## config.mk

```make
export PLATFORM = sky130hd
export DESIGN_NAME = dma_req_enable_bank
export DESIGN_NICKNAME = d
export VERILOG_FILES = /design/src/rtl/dreb_pkg.sv /design/src/rtl/dreb_addr_dec.sv /design/src/rtl/dreb_word.sv /design/src/rtl/dreb_route.sv /design/src/rtl/dma_req_enable_bank.sv
export SDC_FILE = /design/constraint.sdc
export NUM_CORES = 1
export LEC_CHECK = 0
export BUFFER_PORTS_ARGS = -buffer_cell sky130_fd_sc_hd__buf_4
export CORE_AREA = 5 5 523 525
export DETAILED_ROUTE_END_ITERATION = 8
export DIE_AREA = 0 0 528 530
export PLACE_DENSITY = 0.34
export RECOVER_POWER = 50
export SYNTH_ARGS = -nofsm -noshare
export SYNTH_HDL_FRONTEND = slang
export SYNTH_HIERARCHICAL = 1
export SYNTH_SLANG_ARGS = --single-unit
```

## constraint.sdc

```tcl
create_clock -name clk -period 5.9 [get_ports clk]
set_input_delay 0.885 -clock clk [delete_from_list [all_inputs] [get_ports clk]]
set_output_delay 0.885 -clock clk [all_outputs]
set_load 0.005 [all_outputs]
```

## src/rtl/dreb_pkg.sv

```systemverilog
package dreb_pkg;
   localparam int unsigned WORD_W    = 32;
   localparam int unsigned MAX_CH    = 256;
   localparam int unsigned MAX_WORDS = MAX_CH / WORD_W;
   localparam int unsigned IDX_W     = $clog2(MAX_WORDS);
   localparam int unsigned BASE_OFF  = 32'h10;
   localparam int unsigned LAST_OFF  = BASE_OFF + 4 * (MAX_WORDS - 1);

   function automatic logic ch_count_ok(input int unsigned n);
      return (n == 64) || (n == 128) || (n == 256);
   endfunction
endpackage

```

## src/rtl/dreb_addr_dec.sv

```systemverilog
module dreb_addr_dec
   import dreb_pkg::*;
#(
   parameter int unsigned ADDR_W    = 8,
   parameter int unsigned NUM_WORDS = 8
) (
   input  logic                  clk,
   input  logic                  rst_n,
   input  logic [ADDR_W-1:0]     addr,
   output logic                  hit,
   output logic [IDX_W-1:0]      word_idx,
   output logic [MAX_WORDS-1:0]  word_sel
);
   localparam logic [ADDR_W-1:0] LO_A   = ADDR_W'(BASE_OFF);
   localparam logic [ADDR_W-1:0] HI_A   = ADDR_W'(LAST_OFF);
   localparam logic [IDX_W-1:0]  BASE_W = IDX_W'((BASE_OFF >> 2) % MAX_WORDS);

   if (ADDR_W < 6) begin : g_bad_addr
      $error("dreb_addr_dec: ADDR_W too small for the bank");
   end
   if (NUM_WORDS > MAX_WORDS || NUM_WORDS == 0) begin : g_bad_words
      $error("dreb_addr_dec: NUM_WORDS out of range");
   end

   logic aligned;
   logic in_range;

   always_comb begin
      aligned  = (addr[1:0] == 2'b00);
      in_range = (addr >= LO_A) && (addr <= HI_A);
      hit      = aligned && in_range;
      word_idx = addr[2 +: IDX_W] - BASE_W;
   end

   for (genvar w = 0; w < MAX_WORDS; w++) begin : g_sel
      if (w < NUM_WORDS) begin : g_impl
         assign word_sel[w] = hit && (word_idx == IDX_W'(w));
      end else begin : g_none
         assign word_sel[w] = 1'b0;
      end
   end


   sel_onehot_chk: assert property (@(posedge clk) disable iff (!rst_n)
      $onehot0(word_sel));

   miss_no_sel_chk: assert property (@(posedge clk) disable iff (!rst_n)
      (addr[1:0] != 2'b00) |-> (word_sel == '0));
endmodule

```

## src/rtl/dreb_word.sv

```systemverilog
module dreb_word #(
   parameter int unsigned W = 32
) (
   input  logic         clk,
   input  logic         rst_n,
   input  logic         wr,
   input  logic [W-1:0] wdata,
   output logic [W-1:0] q
);
   always_ff @(posedge clk) begin
      if (!rst_n)
         q <= '0;
      else if (wr)
         q <= wdata;
   end


   wr_lands_chk: assert property (@(posedge clk) disable iff (!rst_n)
      wr |=> (q == $past(wdata)));

   hold_chk: assert property (@(posedge clk) disable iff (!rst_n)
      !wr |=> $stable(q));
endmodule

```

## src/rtl/dreb_route.sv

```systemverilog
module dreb_route #(
   parameter int unsigned        NUM_CH = 256,
   parameter logic [NUM_CH-1:0]  SHARED = '1
) (
   input  logic [NUM_CH-1:0] en,
   input  logic [NUM_CH-1:0] req_raw,
   input  logic [NUM_CH-1:0] periph_irq,
   input  logic [NUM_CH-1:0] dma_done_irq,
   output logic [NUM_CH-1:0] req_gated,
   output logic [NUM_CH-1:0] irq_out
);
   assign req_gated = req_raw & en;

   for (genvar i = 0; i < NUM_CH; i++) begin : g_ch
      if (SHARED[i]) begin : g_steer
         assign irq_out[i] = en[i] ? dma_done_irq[i] : periph_irq[i];
      end else begin : g_direct
         assign irq_out[i] = periph_irq[i];
      end
   end
endmodule

```

## src/rtl/dma_req_enable_bank.sv

```systemverilog
module dma_req_enable_bank
   import dreb_pkg::*;
#(
   parameter int unsigned         NUM_CH     = 256,
   parameter int unsigned         ADDR_W     = 8,
   parameter logic [MAX_CH-1:0]   SHARED_IRQ = '1
) (
   input  logic              clk,
   input  logic              rst_n,
   input  logic [ADDR_W-1:0] bus_addr,
   input  logic              bus_we,
   input  logic [31:0]       bus_wdata,
   output logic [31:0]       bus_rdata,
   input  logic              ctl_normal,
   input  logic [NUM_CH-1:0] req_raw,
   output logic [NUM_CH-1:0] req_gated,
   input  logic [NUM_CH-1:0] periph_irq,
   input  logic [NUM_CH-1:0] dma_done_irq,
   output logic [NUM_CH-1:0] irq_out
);
   localparam int unsigned NUM_WORDS = NUM_CH / WORD_W;

   if (!ch_count_ok(NUM_CH)) begin : g_bad_ch
      $error("dma_req_enable_bank: NUM_CH must be 64, 128 or 256");
   end

   logic                  hit;
   logic [IDX_W-1:0]      word_idx;
   logic [MAX_WORDS-1:0]  word_sel;
   logic [WORD_W-1:0]     word_q [MAX_WORDS];
   logic [MAX_CH-1:0]     en_all;
   logic [NUM_CH-1:0]     en;

   dreb_addr_dec #(
      .ADDR_W    (ADDR_W),
      .NUM_WORDS (NUM_WORDS)
   ) u_dec (
      .clk      (clk),
      .rst_n    (rst_n),
      .addr     (bus_addr),
      .hit      (hit),
      .word_idx (word_idx),
      .word_sel (word_sel)
   );

   for (genvar w = 0; w < MAX_WORDS; w++) begin : g_word
      if (w < NUM_WORDS) begin : g_impl
         logic wr_w;
         assign wr_w = bus_we && ctl_normal && word_sel[w];
         dreb_word #(.W(WORD_W)) u_word (
            .clk   (clk),
            .rst_n (rst_n),
            .wr    (wr_w),
            .wdata (bus_wdata),
            .q     (word_q[w])
         );
      end else begin : g_tied
         assign word_q[w] = '0;
      end
      assign en_all[w*WORD_W +: WORD_W] = word_q[w];
   end

   assign en        = en_all[NUM_CH-1:0];
   assign bus_rdata = hit ? word_q[word_idx] : '0;

   dreb_route #(
      .NUM_CH (NUM_CH),
      .SHARED (SHARED_IRQ[NUM_CH-1:0])
   ) u_route (
      .en           (en),
      .req_raw      (req_raw),
      .periph_irq   (periph_irq),
      .dma_done_irq (dma_done_irq),
      .req_gated    (req_gated),
      .irq_out      (irq_out)
   );


   frozen_chk: assert property (@(posedge clk) disable iff (!rst_n)
      !ctl_normal |=> $stable(en));

   gate_mask_chk: assert property (@(posedge clk) disable iff (!rst_n)
      (req_gated & ~en) == '0);

   reset_clear_chk: assert property (@(posedge clk)
      !rst_n |=> (en == '0));
endmodule

```

* After elaboration in Yosys (flattened, before gate mapping)
Index checks and enable logic that the tools add are counted.
Storage, ports and cells: logic and storage cells 302, input bits 812, bits in registers 256, output and inout port bits 544
Cells by class: bitwise gates (word level) 2, reduce and logical (&&, ||, !) cells 21, equal/unequal tests 7, magnitude comparators 3, mux-type cells 260, add/subtract/negate cells 1
Operators by type and width (count):
- AND 256 bit | 1
- two-way mux 1 bit | 256
- binary-select mux 32 bit (select 3 bit) | 1
- two-way mux 32 bit | 3
- logical AND 1 bit | 19
- equality test 3 bit (second input constant) | 4
- >= comparator 8 x 5 -> 1 bit (second input constant) | 1
- less-or-equal comparator 8 x 6 -> 1 bit (second input constant) | 1
- equality test 3 x 2 -> 1 bit (second input constant) | 2
- >= comparator 4 bit (second input constant) | 1
- inverter 3 -> 4 bit | 1
- equality test 3 x 1 -> 1 bit (second input constant) | 1
- zero test 3 bit | 1
- subtractor 3 bit (second input constant) | 1
- zero test 2 bit | 1

* Logic depth before layout (Yosys ltp)
Gate-level depths: netlist of run 1.
depth in word-level cells 6, mapped depth 8, mapped depth without buffers 5

* By module
The synthesis of run 1 kept the hierarchy.
Modules (own cells, without submodules):
- dreb_word | area each 1243.7 um2, cells each 103, sequential area each 640.6 um2, times used 8
- dreb_route | area each 5765.5 um2, cells each 512, sequential area each 0.0 um2, times used 1
- dma_req_enable_bank | area each 2442.3 um2, cells each 230, sequential area each 0.0 um2, times used 1
- dreb_addr_dec | area each 117.6 um2, cells each 19, sequential area each 0.0 um2, times used 1

* Least setup slack after synthesis of run 1
No wires, ideal clock.
path type input -> output, from in bus_addr[7], to out bus_rdata[27], setup slack 2.667 ns, cell stages on the path 6, path buffers 2, data required time 5.015 ns, arrival time 2.348 ns, cells stage by stage or4_4 buf_6 a21oi_1 clkbuf_1 o21ai_0 a221oi_1
On the way: word-level cells in the longest chain between the ends 4, elaborated cells between the ends (all ways) 5, those cells by class order compare: 2; mux: 1; reduce/logical: 2
Ends and longest elaborated chain:
- from (decl) | RTL line dma_req_enable_bank.sv:10 | input logic [ADDR_W-1:0] bus_addr,
- >= comparator 8 x 5 -> 1 bit / less-or-equal comparator 8 x 6 -> 1 bit (equally long branches) | RTL line dreb_addr_dec.sv:30 | in_range = (addr >= LO_A) && (addr <= HI_A);
- logical AND 1 bit (*) | RTL line dreb_addr_dec.sv:30
- logical AND 1 bit (*) | RTL line dreb_addr_dec.sv:31 | hit = aligned && in_range;
- named net hit | RTL line dma_req_enable_bank.sv:27 | logic hit;
- two-way mux 32 bit (*) | RTL line dma_req_enable_bank.sv:64 | assign bus_rdata = hit ? word_q[word_idx] : '0;
- to (decl) | RTL line dma_req_enable_bank.sv:13 | output logic [31:0] bus_rdata,
The timed path passes the listed nets; every way through them passes the cells marked *.

* Final worst setup path of run 1
from in bus_addr[7], to out bus_rdata[20]
Same word-level chain as after synthesis.

==> impl_metrics.ini, run 1 <==
[critical_path]
regToRegEndpoint = g_word[4].g_impl.u_word/q[30]
timing.critical_path.slowest_cell_delay_ns = 0.72
path_common_cell = sky130_fd_sc_hd__buf_4
critPathCaptureType = primary output
critPathArrivalTime_ns = 3.52
cp_max_fo = 14
depth_of_the_worst_register_to_register_path = 2
critical_path_start_end_classification = in2out
critical_path.n_buffers_inverters = 3
critical_path.reg2reg.startpoint = g_word[4].g_impl.u_word/q[30]
worst_case_register_to_register_setup_slack_ns = 4.78
crit_chain = buf_4 -> or4_4 -> a21oi_4 -> buf_4 -> o21ai_0 -> a221oi_2 -> buf_4
cp.required_ns = 5.02
kind_of_launch_point_of_the_worst_setup_path = input pin
timing.critical_path.max_delay_family = compound AO/OA/AOI/OAI gates
cpMaxStageDelayCell = sky130_fd_sc_hd__a21oi_4

[global_routing]
gr-total-overflow = 0
grt_max_degree = 118
groute.usage.overall_pct = 12.7
via_count_of_the_first_global_routing_pass = 19600
first_pass_grt_wire_length_mm = 228
antenna_found_initial = 120

[synthesis]
synth_largest_type_area_fraction_pct = 28.0
synth_area_leader_cell = sky130_fd_sc_hd__dfxtp_1
synth_area_per_cell_um2 = 11.5
synth_sequential_area_ratio_pct = 28.0
post_synth_inst_count = 1585
post_synth_num_cell_types = 25
synth-seq-cells = 256
netlist_area_um2 = 18300
synth.area.top_cells = sky130_fd_sc_hd__dfxtp_1 28%, sky130_fd_sc_hd__mux2_4 21%, sky130_fd_sc_hd__mux2i_1 16%
yosysWarnings = 6
mappedNetlistNets = 2397

[die]
rows = 191
floorplan.core_area_um2 = 269000
floorplan.die.width_um = 528
ios = 1356
die_height_um = 530
start_util_pct = 6.80
floorplan.die_area_um2 = 280000

[layout]
fin_cells = 6528
registers.top_by_ff_count = g_word.g_impl.u_word/q
synth_to_layout_area_growth_pct = 76.3
largestRegisters = g_word.g_impl.u_word/q (256)
fillers = 31200
largest_register_ff_count = 256
design.final.nets = 3724
drive_gt1_share_pct = 57.1

[power]
static-leakage-power_nw = 12.2
power.density_cell_area_nw_per_um2 = 155
max-vdd-ir-drop_mv = 0.166

[placement]
dp_hpwl_mm = 164
buffer_ports.inserted = 1355
placed_cells = 6442
place_congestion = 0.905

[timing]
post_layout_min_period_ns = 4.41
timing_worst_slew_pin_value_ns = 1.09
worst_slew_margin_pct = 27.4
setup_viol = 0
max_clock_skew_ns = 0
setup_repair_after_global_routing_missed_its_margin = false
hold_viol = 0
max_freq_mhz = 227
finalCritPeriodShare_pct = 74.7
finalMaxSlewViolations = 0
totalNegativeSetupSlack_ns = 0

[flow_run]
maxCapViolations = 0

[cts]
tritoncts_clock_tree = yes
insertion_delay_ns = 0.61
clkTransAtPathRegs_ns = 0.06
postCtsSetupBuffers = 0
cts_h_tree_depth = 2
cts_inserted_buffers = 38
buffer_levels_on_the_longest_clock_path = 3
cts-root-buf = sky130_fd_sc_hd__clkbuf_16
cts_resized = 0
clkSinkCount = 256
hold_buffers = 0

[route]
detail-route-antenna-nets = 0
via_count = 18600
drt_drc_violations_left = 0
drt-vias-per-instance = 2.85
wl_per_cell_um = 28.9
drt_iter0_markers = 863
detailedRoute.firstPassIterationCount = 4
totalWireLength_mm = 189

[hold_path]
hold_end = g_word[1].g_impl.u_word/q[26]
min_from = g_word[1].g_impl.u_word/q[26]
min_delay_path_depth = 2
hold_path.class = reg2reg

[outcome]
run_status = complete, no violations
-- kinds of logic after synthesis --
kind of cell,Yosys count,synth area share [%]
AO/OA/AOI/OAI,65,3.43
buffers and inverters,120,5.70
flip-flops,256,28.0
multiplexers,608,42.8
AND/OR/NAND/NOR,536,20.1
-- worst max path at each step --
stage | from | end | cells past startpoint
2_1_floorplan | bus_addr[7] | bus_rdata[27] | 6
3_3_place_gp | bus_addr[7] | bus_rdata[20] | 7
3_5_place_dp | bus_addr[7] | bus_rdata[20] | 7
4_1_cts | bus_addr[7] | bus_rdata[20] | 7
5_1_grt | bus_addr[7] | bus_rdata[20] | 7
6_report | bus_addr[7] | bus_rdata[20] | 7
-- Yosys cell counts (all sizes together) --
cell	count
mux2i	288
a21oi	1
a221oi	32
nor3	6
nor4	2
nor2b	256
nand2	1
or4	1
mux2	288
clkbuf	33
buf	54
nor2	1
dfxtp	256
mux4	32
nand2b	5
o21ai	32
and2	256
inv	33
and3	8
-- stage by stage --
step           hold slack (ns)  total power, mW  utilization (%)  worst slack, ns  area (um^2)
6_report                 0.559             4.99             12.0             1.49        32200
5_1_grt                  0.566             5.23             12.0             1.43        32200
4_1_cts                  0.524             5.21             12.5             1.39        33500
3_5_place_dp             0.559             2.76             12.0             1.39        32300
3_3_place_gp             0.554             2.75             12.0             1.43        32300
2_1_floorplan            0.527             2.03                -             2.67        18300
-- cell usage in the layout, fill, tap and decap left out, types with 33 or more instances in the layout --
cell type / synthesis / layout
sky130_fd_sc_hd__mux2_4: 256 / 76
sky130_fd_sc_hd__clkbuf_16: 0 / 41
sky130_fd_sc_hd__and2_2: 256 / 236
sky130_fd_sc_hd__nor2b_1: 256 / 256
sky130_fd_sc_hd__mux2_1: 0 / 180
sky130_fd_sc_hd__clkbuf_4: 0 / 33
sky130_fd_sc_hd__buf_4: 5 / 1168
sky130_fd_sc_hd__mux2i_1: 288 / 288
sky130_fd_sc_hd__dfxtp_1: 256 / 256
sky130_fd_sc_hd__clkbuf_1: 33 / 177
-- layout make-up --
cell class	instances	area, um^2	share of cell area [%]
inverters	33	129	0.400
flip-flops and latches	256	5120	15.9
well taps	3570	4470	13.9
multi-input cells	1209	11500	35.6
repair buffers	1374	9750	30.3
diodes	21	52.6	0.163
clock inverters	5	32.5	0.101
clock buffers	60	1190	3.69
-- power by group --
group	leakage (nW)	switching (mW)	internal [mW]	total (mW)
logic	9.53	0.346	0.566	0.912
registers	2.06	0.00275	1.73	1.73
clock network	0.602	0.972	1.37	2.34
-- worst reg2reg max path, stage by stage, from the launching register on --
cell                      delay (ns)
sky130_fd_sc_hd__dfxtp_1        0.78
sky130_fd_sc_hd__mux2i_1        0.16
sky130_fd_sc_hd__nor2b_1        0.13
-- routing by layer --
layer,up-vias,GRT usage (%),wire length [um]
met5,-,0,223
met4,32,2.86,5040
met3,267,5.48,20100
met2,1199,22.4,92000
met1,8864,14.0,71500
li1,8249,-,-
No activity file was read; power rests on OpenSTA's default activity.
==> run 2, diff against run 1 <==
==> constraint.sdc (replaced) <==
create_clock -name clk -period 4.4 [get_ports clk]
set_input_delay 0.66 -clock clk [delete_from_list [all_inputs] [get_ports clk]]
set_output_delay 0.66 -clock clk [all_outputs]
set_load 0.005 [all_outputs]
==> run 2 against run 1 <==
Net effect:
- the flow now finishes with violations (max-capacitance violations, max-slew violations)
- core utilization up 0.23 points
- combinational power up 38%
- clock power up 42%
- via count up 0.55%
- design area up 2.0%
- die area unchanged
- non-clock buffer count up 9
- count of clock-buffer cells in the layout down 4
- sequential power up 34%
- sequential share of layout area down 0.30 points
- sequential cell count unchanged
- critical path type is now in2reg
- largest cell class unchanged
==> impl_metrics.ini, run 2 (same netlist as run 1, synthesis figures left out) <==
[placement]
place_congestion = 0.926
dp_hpwl_mm = 166
buffer_ports.inserted = 1355
placed_cells = 6451
preCtsSetupSlack_ns = 1.03
standard_cell_area_after_detailed_placement_um2 = 32500

[route]
totalWireLength_mm = 190
detailedRoute.firstPassIterationCount = 5
via_count = 18700
detail-route-antenna-nets = 0
wl_per_cell_um = 29.1
drt-vias-per-instance = 2.86
drt_drc_violations_left = 0
drt_iter0_markers = 786

[critical_path]
setup.worst_path.start = bus_addr[7]
critPathArrivalTime_ns = 4.24
crit_end = g_word[0].g_impl.u_word/q[18]
depth_of_the_worst_register_to_register_path = 2
cp_max_fo = 17
critical_path_start_end_classification = in2reg
regToRegEndpoint = g_word[6].g_impl.u_word/q[29]
critPathCaptureType = register
cp.required_ns = 4.89
worst_case_register_to_register_setup_slack_ns = 3.24
kind_of_launch_point_of_the_worst_setup_path = input pin
critical_path.reg2reg.startpoint = g_word[6].g_impl.u_word/q[29]

[cts]
cts-root-buf = sky130_fd_sc_hd__clkbuf_16
cts_resized = 0
clkSinkCount = 256
tritoncts_clock_tree = yes
cts_h_tree_depth = 2
clkTransAtPathRegs_ns = 0.06
cts_inserted_buffers = 39
buffer_levels_on_the_longest_clock_path = 3
postCtsSetupBuffers = 0
insertion_delay_ns = 0.60
hold_buffers = 0

[timing]
max_clock_skew_ns = 0
timing_worst_slew_pin_value_ns = 2.44
setup_repair_after_global_routing_missed_its_margin = false
setup_ws_ns = 0.649
worst_slew_margin_pct = -62.5
finalCritPeriodShare_pct = 85.3
post_layout_min_period_ns = 3.75
setup_viol = 0
totalNegativeSetupSlack_ns = 0
hold_viol = 0
finalMaxSlewViolations = 109
fin_hold_ws_ns = 0.392
max_freq_mhz = 267

[layout]
non_filler_cell_area_final_um2 = 32800
design.final.nets = 3734
largest_register_ff_count = 256
registers.top_by_ff_count = g_word.g_impl.u_word/q
largestRegisters = g_word.g_impl.u_word/q (256)
synth_to_layout_area_growth_pct = 79.7
fin_cells = 6538
layout_common_cells = 1189 x sky130_fd_sc_hd__buf_4, 288 x sky130_fd_sc_hd__mux2i_1, 256 x sky130_fd_sc_hd__nor2b_1, 256 x sky130_fd_sc_hd__dfxtp_1, 247 x sky130_fd_sc_hd__and2_2
drive_gt1_share_pct = 61.2
fin_util_pct = 12.2
layout.cells.most_common = sky130_fd_sc_hd__buf_4

[power]
power.density_cell_area_nw_per_um2 = 210
share_comb_of_total_power_pct = 18.3
clock_power_share_pct = 48.1
seqPwrFrac_pct = 33.6
p_int_mw = 5.08
net_switching_power_figure_mw = 1.83
max-vdd-ir-drop_mv = 0.223
power.switching_fraction_pct = 26.5
static-leakage-power_nw = 12.7
design_power_total_mw = 6.91

[die]
ios = 1356
floorplan.die_area_um2 = 280000
floorplan.core_area_um2 = 269000
floorplan.die.width_um = 528
start_util_pct = 6.80
rows = 191
die_height_um = 530

[outcome]
run_status = finished with violations
violations_in_the_final_reports = max-capacitance violations, max-slew violations

[hold_path]
hold_path.class = in2reg

[flow_run]
maxCapViolations = 7

[global_routing]
antenna_found_initial = 123
first_pass_grt_wire_length_mm = 231
grt_max_degree = 79
groute.usage.overall_pct = 12.8
gr-total-overflow = 0
via_count_of_the_first_global_routing_pass = 19900
-- run 2: power groups by stage --
stage	sequential, mW	combinational [mW]	clock (mW)
floorplan	2.37	0.349	0
global placement	2.37	1.33	0
detailed placement	2.37	1.34	0
CTS	2.32	1.34	3.50
global route	2.32	1.34	3.55
finish	2.32	1.26	3.32
-- run 2: worst min path at each step --
stage / from / slack, ns / end / cells after the start
6_report: bus_wdata[26] / 0.39 / g_word[2].g_impl.u_word/q[26] / 3
5_1_grt: bus_wdata[21] / 0.35 / g_word[7].g_impl.u_word/q[21] / 3
4_1_cts: bus_wdata[26] / 0.28 / g_word[2].g_impl.u_word/q[26] / 3
3_5_place_dp: g_word[4].g_impl.u_word/q[20] / 0.56 / g_word[4].g_impl.u_word/q[20] / 2
3_3_place_gp: g_word[1].g_impl.u_word/q[19] / 0.55 / g_word[1].g_impl.u_word/q[19] / 2
2_1_floorplan: g_word[3].g_impl.u_word/q[31] / 0.53 / g_word[3].g_impl.u_word/q[31] / 2
-- run 2: worst max-delay path: stages --
cell                       delay, ns
sky130_fd_sc_hd__clkbuf_4       0.11
sky130_fd_sc_hd__or4_1          0.74
sky130_fd_sc_hd__nor4_1         0.28
sky130_fd_sc_hd__and3_1         1.79
sky130_fd_sc_hd__buf_12         0.34
sky130_fd_sc_hd__mux2i_1        0.22
sky130_fd_sc_hd__nor2b_1        0.06
-- run 2: final cells by class --
cell class	instances	area [um^2]
fill	31100	236000
multi-input combinational	1209	11700
timing repair buffer	1383	10000
sequential	256	5120
tap	3570	4470
clock buffer	56	1170
inverter	33	129
clock inverter	11	126
antenna	20	50.0
-- run 2: routing by layer --
layer  GRT usage, %  vias to the layer above  part of all wire, %
met2           22.5                     1203                   48
met4           3.68                       36                  3.5
met5              0                        -                 0.11
li1               -                     8263                    -
met3           5.16                      267                   10
met1           14.2                     8944                   38
